<file path="config.mk">
export PLATFORM = sky130hd
export DESIGN_NAME = rs528_encoder
export DESIGN_NICKNAME = d
export VERILOG_FILES = /design/src/rtl/rs528_encoder_pkg.sv /design/src/rtl/rs528_encoder_ctrl.sv /design/src/rtl/rs528_encoder_datapath.sv /design/src/rtl/rs528_encoder.sv
export SDC_FILE = /design/constraint.sdc
export NUM_CORES = 1
export LEC_CHECK = 0
export ABC_CLOCK_PERIOD_IN_PS = 4800
export BUFFER_PORTS_ARGS = -buffer_cell sky130_fd_sc_hd__buf_2
export CAP_MARGIN = 20
export CORE_ASPECT_RATIO = 0.6
export CORE_UTILIZATION = 55
export CTS_BUF_LIST = sky130_fd_sc_hd__clkbuf_8
export CTS_CLUSTER_SIZE = 14
export DETAILED_ROUTE_END_ITERATION = 10
export MAX_ROUTING_LAYER = met4
export PLACE_DENSITY = 0.71
export SLEW_MARGIN = 30
export SYNTH_ARGS = -nofsm -noshare
export SYNTH_HDL_FRONTEND = slang
export SYNTH_HIERARCHICAL = 1
export SYNTH_SLANG_ARGS = --single-unit
</file>
<file path="constraint.sdc">
create_clock -name clk -period 4.8 [get_ports clk]
set_clock_uncertainty 0.15 [all_clocks]
set_input_delay 0.48 -clock clk [delete_from_list [all_inputs] [get_ports clk]]
set_output_delay 0.48 -clock clk [all_outputs]
set_load 0.05 [all_outputs]
</file>
<file path="src/rtl/rs528_encoder_pkg.sv">
package rs528_encoder_pkg;

  localparam int SYM_W   = 10;
  localparam int MSG_LEN = 514;
  localparam int PAR_LEN = 14;
  localparam logic [SYM_W:0] FIELD_POLY = 11'h409;  // x^10 + x^3 + 1

  typedef logic [SYM_W-1:0] sym_t;
  typedef logic [PAR_LEN:0][SYM_W-1:0] genVec_t;
  typedef logic [PAR_LEN-1:0][SYM_W-1:0] remVec_t;

  // strobes from control to datapath
  typedef struct packed {
    logic accept;  // take inData into the codeword
    logic clear;   // start from a zero remainder
    logic shift;   // shift out one check symbol
  } dpCtrl_t;

  // general field product, used only on constants or at elaboration
  function automatic sym_t gfMul(sym_t a, sym_t b);
    sym_t acc;
    sym_t x;
    acc = '0;
    x = a;
    for (int i = 0; i < SYM_W; i++) begin
      if (b[i]) acc ^= x;
      x = x[SYM_W-1] ? ((x << 1) ^ FIELD_POLY[SYM_W-1:0]) : (x << 1);
    end
    return acc;
  endfunction

  // generator = product over j of (x + alpha^j), j = 0 .. PAR_LEN-1
  function automatic genVec_t genPoly();
    genVec_t g;
    sym_t root;
    g = '0;
    g[0] = sym_t'(1);
    root = sym_t'(1);
    for (int j = 0; j < PAR_LEN; j++) begin
      for (int i = PAR_LEN; i > 0; i--) g[i] = g[i-1] ^ gfMul(g[i], root);
      g[0] = gfMul(g[0], root);
      root = gfMul(root, sym_t'(2));
    end
    return g;
  endfunction

endpackage

</file>
<file path="src/rtl/rs528_encoder_ctrl.sv">
module rs528_encoder_ctrl
  import rs528_encoder_pkg::*;
#(
  parameter int MSG_CNT = MSG_LEN,
  parameter int PAR_CNT = PAR_LEN
) (
  input  logic    clk,
  input  logic    rstN,
  input  logic    inValid,
  input  logic    inStart,
  output dpCtrl_t ctlStb,
  output logic    frameErr
);

  localparam int CNT_W = $clog2(MSG_CNT + 1);
  localparam int PC_W  = (PAR_CNT > 1) ? $clog2(PAR_CNT) : 1;

  typedef enum logic [1:0] {ST_IDLE, ST_MSG, ST_PAR} state_t;

  state_t           state;
  logic [CNT_W-1:0] msgCnt;
  logic [PC_W-1:0]  parCnt;

  always_comb begin
    ctlStb.accept = inValid && ((state == ST_IDLE) ? inStart : (state == ST_MSG));
    ctlStb.clear  = ctlStb.accept && inStart;
    ctlStb.shift  = (state == ST_PAR);
  end

  always_ff @(posedge clk) begin
    if (!rstN) begin
      state    <= ST_IDLE;
      msgCnt   <= '0;
      parCnt   <= '0;
      frameErr <= 1'b0;
    end else begin
      frameErr <= (state == ST_MSG) && inValid && inStart;
      unique case (state)
        ST_IDLE: begin
          if (ctlStb.accept) begin
            state  <= ST_MSG;
            msgCnt <= CNT_W'(1);
          end
        end
        ST_MSG: begin
          if (ctlStb.accept) begin
            if (inStart) begin
              msgCnt <= CNT_W'(1);
            end else if (msgCnt == CNT_W'(MSG_CNT - 1)) begin
              state  <= ST_PAR;
              parCnt <= '0;
              msgCnt <= '0;
            end else begin
              msgCnt <= msgCnt + CNT_W'(1);
            end
          end
        end
        ST_PAR: begin
          if (parCnt == PC_W'(PAR_CNT - 1)) begin
            state  <= ST_IDLE;
            parCnt <= '0;
          end else begin
            parCnt <= parCnt + PC_W'(1);
          end
        end
        default: state <= ST_IDLE;
      endcase
    end
  end

endmodule

</file>
<file path="src/rtl/rs528_encoder_datapath.sv">
module rs528_encoder_datapath
  import rs528_encoder_pkg::*;
(
  input  logic    clk,
  input  logic    rstN,
  input  dpCtrl_t ctlStb,
  input  sym_t    inData,
  output logic    outValid,
  output logic    outParity,
  output sym_t    outData
);

  localparam genVec_t GEN = genPoly();

  remVec_t remReg;
  remVec_t remNext;
  sym_t    topSym;
  sym_t    feedback;

  assign topSym   = ctlStb.clear ? '0 : remReg[PAR_LEN-1];
  assign feedback = ctlStb.shift ? '0 : (inData ^ topSym);

  // one constant multiplier per generator coefficient
  for (genvar i = 0; i < PAR_LEN; i++) begin : g_stage
    if (i == 0) begin : g_first
      assign remNext[i] = gfMul(feedback, GEN[i]);
    end else begin : g_rest
      assign remNext[i] = (ctlStb.clear ? '0 : remReg[i-1]) ^ gfMul(feedback, GEN[i]);
    end
  end

  always_ff @(posedge clk) begin
    if (!rstN) begin
      remReg    <= '0;
      outValid  <= 1'b0;
      outParity <= 1'b0;
      outData   <= '0;
    end else begin
      outValid  <= ctlStb.accept || ctlStb.shift;
      outParity <= ctlStb.shift;
      if (ctlStb.accept || ctlStb.shift) remReg <= remNext;
      if (ctlStb.shift)       outData <= remReg[PAR_LEN-1];
      else if (ctlStb.accept) outData <= inData;
    end
  end

endmodule

</file>
<file path="src/rtl/rs528_encoder.sv">
module rs528_encoder
  import rs528_encoder_pkg::*;
(
  input  logic             clk,
  input  logic             rstN,
  input  logic             inValid,
  input  logic             inStart,
  input  logic [SYM_W-1:0] inData,
  output logic             outValid,
  output logic             outParity,
  output logic [SYM_W-1:0] outData,
  output logic             frameErr
);

  dpCtrl_t ctlStb;

  rs528_encoder_ctrl #(
    .MSG_CNT(MSG_LEN),
    .PAR_CNT(PAR_LEN)
  ) u_ctrl (
    .clk     (clk),
    .rstN    (rstN),
    .inValid (inValid),
    .inStart (inStart),
    .ctlStb  (ctlStb),
    .frameErr(frameErr)
  );

  rs528_encoder_datapath u_dp (
    .clk      (clk),
    .rstN     (rstN),
    .ctlStb   (ctlStb),
    .inData   (inData),
    .outValid (outValid),
    .outParity(outParity),
    .outData  (outData)
  );

endmodule

</file>
==> impl_metrics.ini <==
[synth]
syn_area_per_cell_um2 = 8.31
yosysTopAreaCellShare_pct = 30.1
synthCells = 1351
synth_top_area_cell = dfxtp_1
ys_ff_latch = 169
yosysWarningCount = 6
synthFlopType = dfxtp_1
synthTopCellsByArea = dfxtp_1, xnor2_1, nand2_1
seq_area_frac_synth_pct = 30.1
ys_types = 68
netlist_area_um2 = 11200
synthArstFlopShare_pct = 0
synth_edf_count = 0
syn_nets = 1369

[power]
swShare_pct = 44.0
pwr-share-clk_pct = 14.0
comb_power_share_pct = 63.0
ir_worst_vdd_mv = 0.292
power_density_nw_per_um2 = 736
switching_power_w = 0.00386
p_leak_nw = 4.35
p_int_w = 0.00492
p_seq_share_pct = 23.0

[clock_tree]
cts_hold_buf = 0
clkTransAtPathRegs_ns = 0.09
clockRootBuffer = clkbuf_8
insertion_delay_ns = 0.48
cts_made_buffers = 17
cts_max_level = 4
clockBufferDepth = 2
cts_setup_buffers = 0
cts_resized = 0
cts_tree = yes
cts_sinks = 169

[place]
numPortBuffers = 26
place_inst = 1562
hpwl_um = 22300
gp_congestion = 0.919
pre_cts_ws_ns = 0.990

[critical_path]
crit_fanout = 24
worstRegToRegCells = 7
r2r-start = u_ctrl/state[1]
cp_data_required_time_ns = 4.98
worstReg2RegEnd = u_dp/remReg[88]
setup.worst_path.class = flip-flop to flip-flop
cp.arrival_ns = 4.10
critical-path-max-stage-delay_ns = 0.80
critical-path-slowest-cell = or3b_1
cp-end-kind = flip-flop
path_cells = nor2b_4, buf_4, or3b_1, xor2_4, xnor2_1, xnor2_1, a21oi_1
startpoint_type = flip-flop
r2r_slack_ns = 0.87
path_common_cell = xnor2_1

[floorplanning]
pin_count = 27
core_area_um2 = 20000
die_h_um = 113
rows = 40
initial_core_util_pct = 56.1
die_w_um = 186
die_area_um2 = 21000

[layout]
final_nets = 1326
multi_input_area_um2 = 7340
drive_above_1_share_pct = 8.57
seqCellArea_um2 = 3380
fill_cells = 1811
syn_to_final_growth_pct = 6.15
fin_cells = 1594
finish.utilization_pct = 59.6

[global_routing]
grt_overflow = 0
antenna_found_initial = 2
grt_usage_pct = 33.1
grt_pass1_vias = 8331
grt_max_degree = 184
grt_pass1_wl_um = 50800

[timing]
rsz0062_at_grt = no
final-hold-violation-count = 0
worst_slew_pin_slew_ns = 1.01
setup_tns_ns = 0
slew_headroom_pct = 32.4
fin_ws_ns = 0.874
max_freq_mhz = 255
finalCriticalPeriod_ns = 3.93
report.final.setup_viol = 0
fin_crit_sh_pct = 81.8
maxSlewViolCount = 0

[routing]
drt-total-wl_um = 33300
drc = 0
vias_per_cell = 5.88
drtIter0Drc = 1045
ant_nets = 0
post_drt_wl_per_cell_um = 20.9
vias = 9380
first_pass_iters = 6

[run]
drv_cap = 0

[outcome]
outcome = completed

[hold_path]
hp-start = inValid
hold_path_depth = 3
holdPathEnd = u_ctrl/state[0]
hp-class = primary input to flip-flop
## cells by family (layout without fill, tap and decap cells)
family	Yosys count	in the layout	synth area share, %
AOI/OAI and AO/OA	246	246	13.4
xor gates and xnor gates	343	343	30.5
adders and majority gates	4	4	0.446
buffers and inverters	123	91	4.78
DFF	169	169	30.1
muxes	13	13	1.16
other	0	2	0
and+or+nand+nor	453	453	19.6
## routing by layer
layer / up-vias / global-route usage, % / routed length [um]
met5: - / - / 0
met4: 0 / 10.4 / 856
met3: 66 / 11.8 / 4390
met2: 477 / 42.0 / 13000
met1: 4478 / 47.6 / 15100
li1: 4359 / - / -
## cell usage in the layout, fill, tap and decap left out, types with 5 or more instances in the layout
master     instances
a21oi_1           81
o21a_1             8
mux2i_1           13
bufinv_16          5
buf_2             26
xnor3_1           18
o21ai_1            7
and3_1             5
nor2b_1           75
or3b_1             7
nand2_1          143
dfxtp_1          169
a211oi_1          64
clkbuf_8          22
nor3_1            12
nand3_1           38
o21ai_0           61
xnor2_1          252
xor2_1            59
nor2_1           110
and2_1             6
or3_1             22
inv_1             11
xor2_2             6
buf_4             20
## synthesized netlist by cell type, drive strengths merged (3+ instances only)
library cell and count:
or2 4, nand3 38, a211oi 64, xnor2 255
xor2 69, nor3 14, o21a 8, or3 22
dfxtp 169, a22oi 4, and3 5, nor2b 76
or3b 7, nor4 3, o21ai 69, and2 7
nor2 117, buf 38, xnor3 18, ha 4
mux2i 13, nand2 144, nor3b 4, a21oi 82
clkbuf 73, nand4 3, inv 11, o2bb2ai 3
## registers in the layout, indices dropped and copies added (netlist names)
register	count
u_dp/remReg	140
u_ctrl/msgCnt	10
u_dp/outData	10
u_ctrl/parCnt	4
u_ctrl/state	2
u_ctrl/frameErr	1
u_dp/outParity	1
u_dp/outValid	1
## through the flow
| stage | hold WS [ns] | area (um^2) | power, W |
|---|---|---|---|
| floorplan | 0.277 | 11200 | 0.00621 |
| CTS | 0.190 | 11900 | 0.00864 |
| finish | 0.208 | 11900 | 0.00877 |
| detailed placement | 0.292 | 11400 | 0.00739 |
| global route | 0.218 | 11900 | 0.00919 |
| global placement | 0.286 | 11400 | 0.00732 |
## worst max-delay path: cells and delay by family, from the launching register on
kind	cells	cell delay, ns
AND/OR/NAND/NOR	2	1.44
flip-flops	1	0.48
buffers and inverters	1	0.41
AO/OA/AOI/OAI	1	0.11
XOR/XNOR	3	1.16
## cell type report
| type | count | share of cell area [%] |
|---|---|---|
| multi-input combinational | 1059 | 61.5 |
| sequential | 169 | 28.4 |
| tap | 273 | 2.86 |
| timing repair buffer | 49 | 2.85 |
| clock buffer | 22 | 2.54 |
| clock inverter | 8 | 1.40 |
| inverter | 12 | 0.388 |
| antenna | 2 | 0.0420 |
## how the worst max path moves through the flow
stage,startpoint,end,slack [ns],cells after the start
detailed placement,inValid,u_dp/remReg[116],0.99,11
finish,u_ctrl/state[1],u_dp/remReg[88],0.87,7
floorplan,inValid,u_dp/remReg[80],1.89,11
CTS,u_ctrl/state[1],u_dp/remReg[88],0.99,7
global placement,u_ctrl/state[1],u_dp/remReg[88],0.99,7
global route,u_ctrl/state[1],u_dp/remReg[88],0.78,7
## power by group through the flow
stage               Sequential (W)  Combinational, W  Clock, W
finish                     0.00202           0.00552   0.00123
global route               0.00205           0.00585   0.00130
CTS                        0.00200           0.00539   0.00124
detailed placement         0.00203           0.00535         0
global placement           0.00202           0.00529         0
floorplan                  0.00190           0.00431         0
Note: power is estimated with default switching activity, not from simulation.
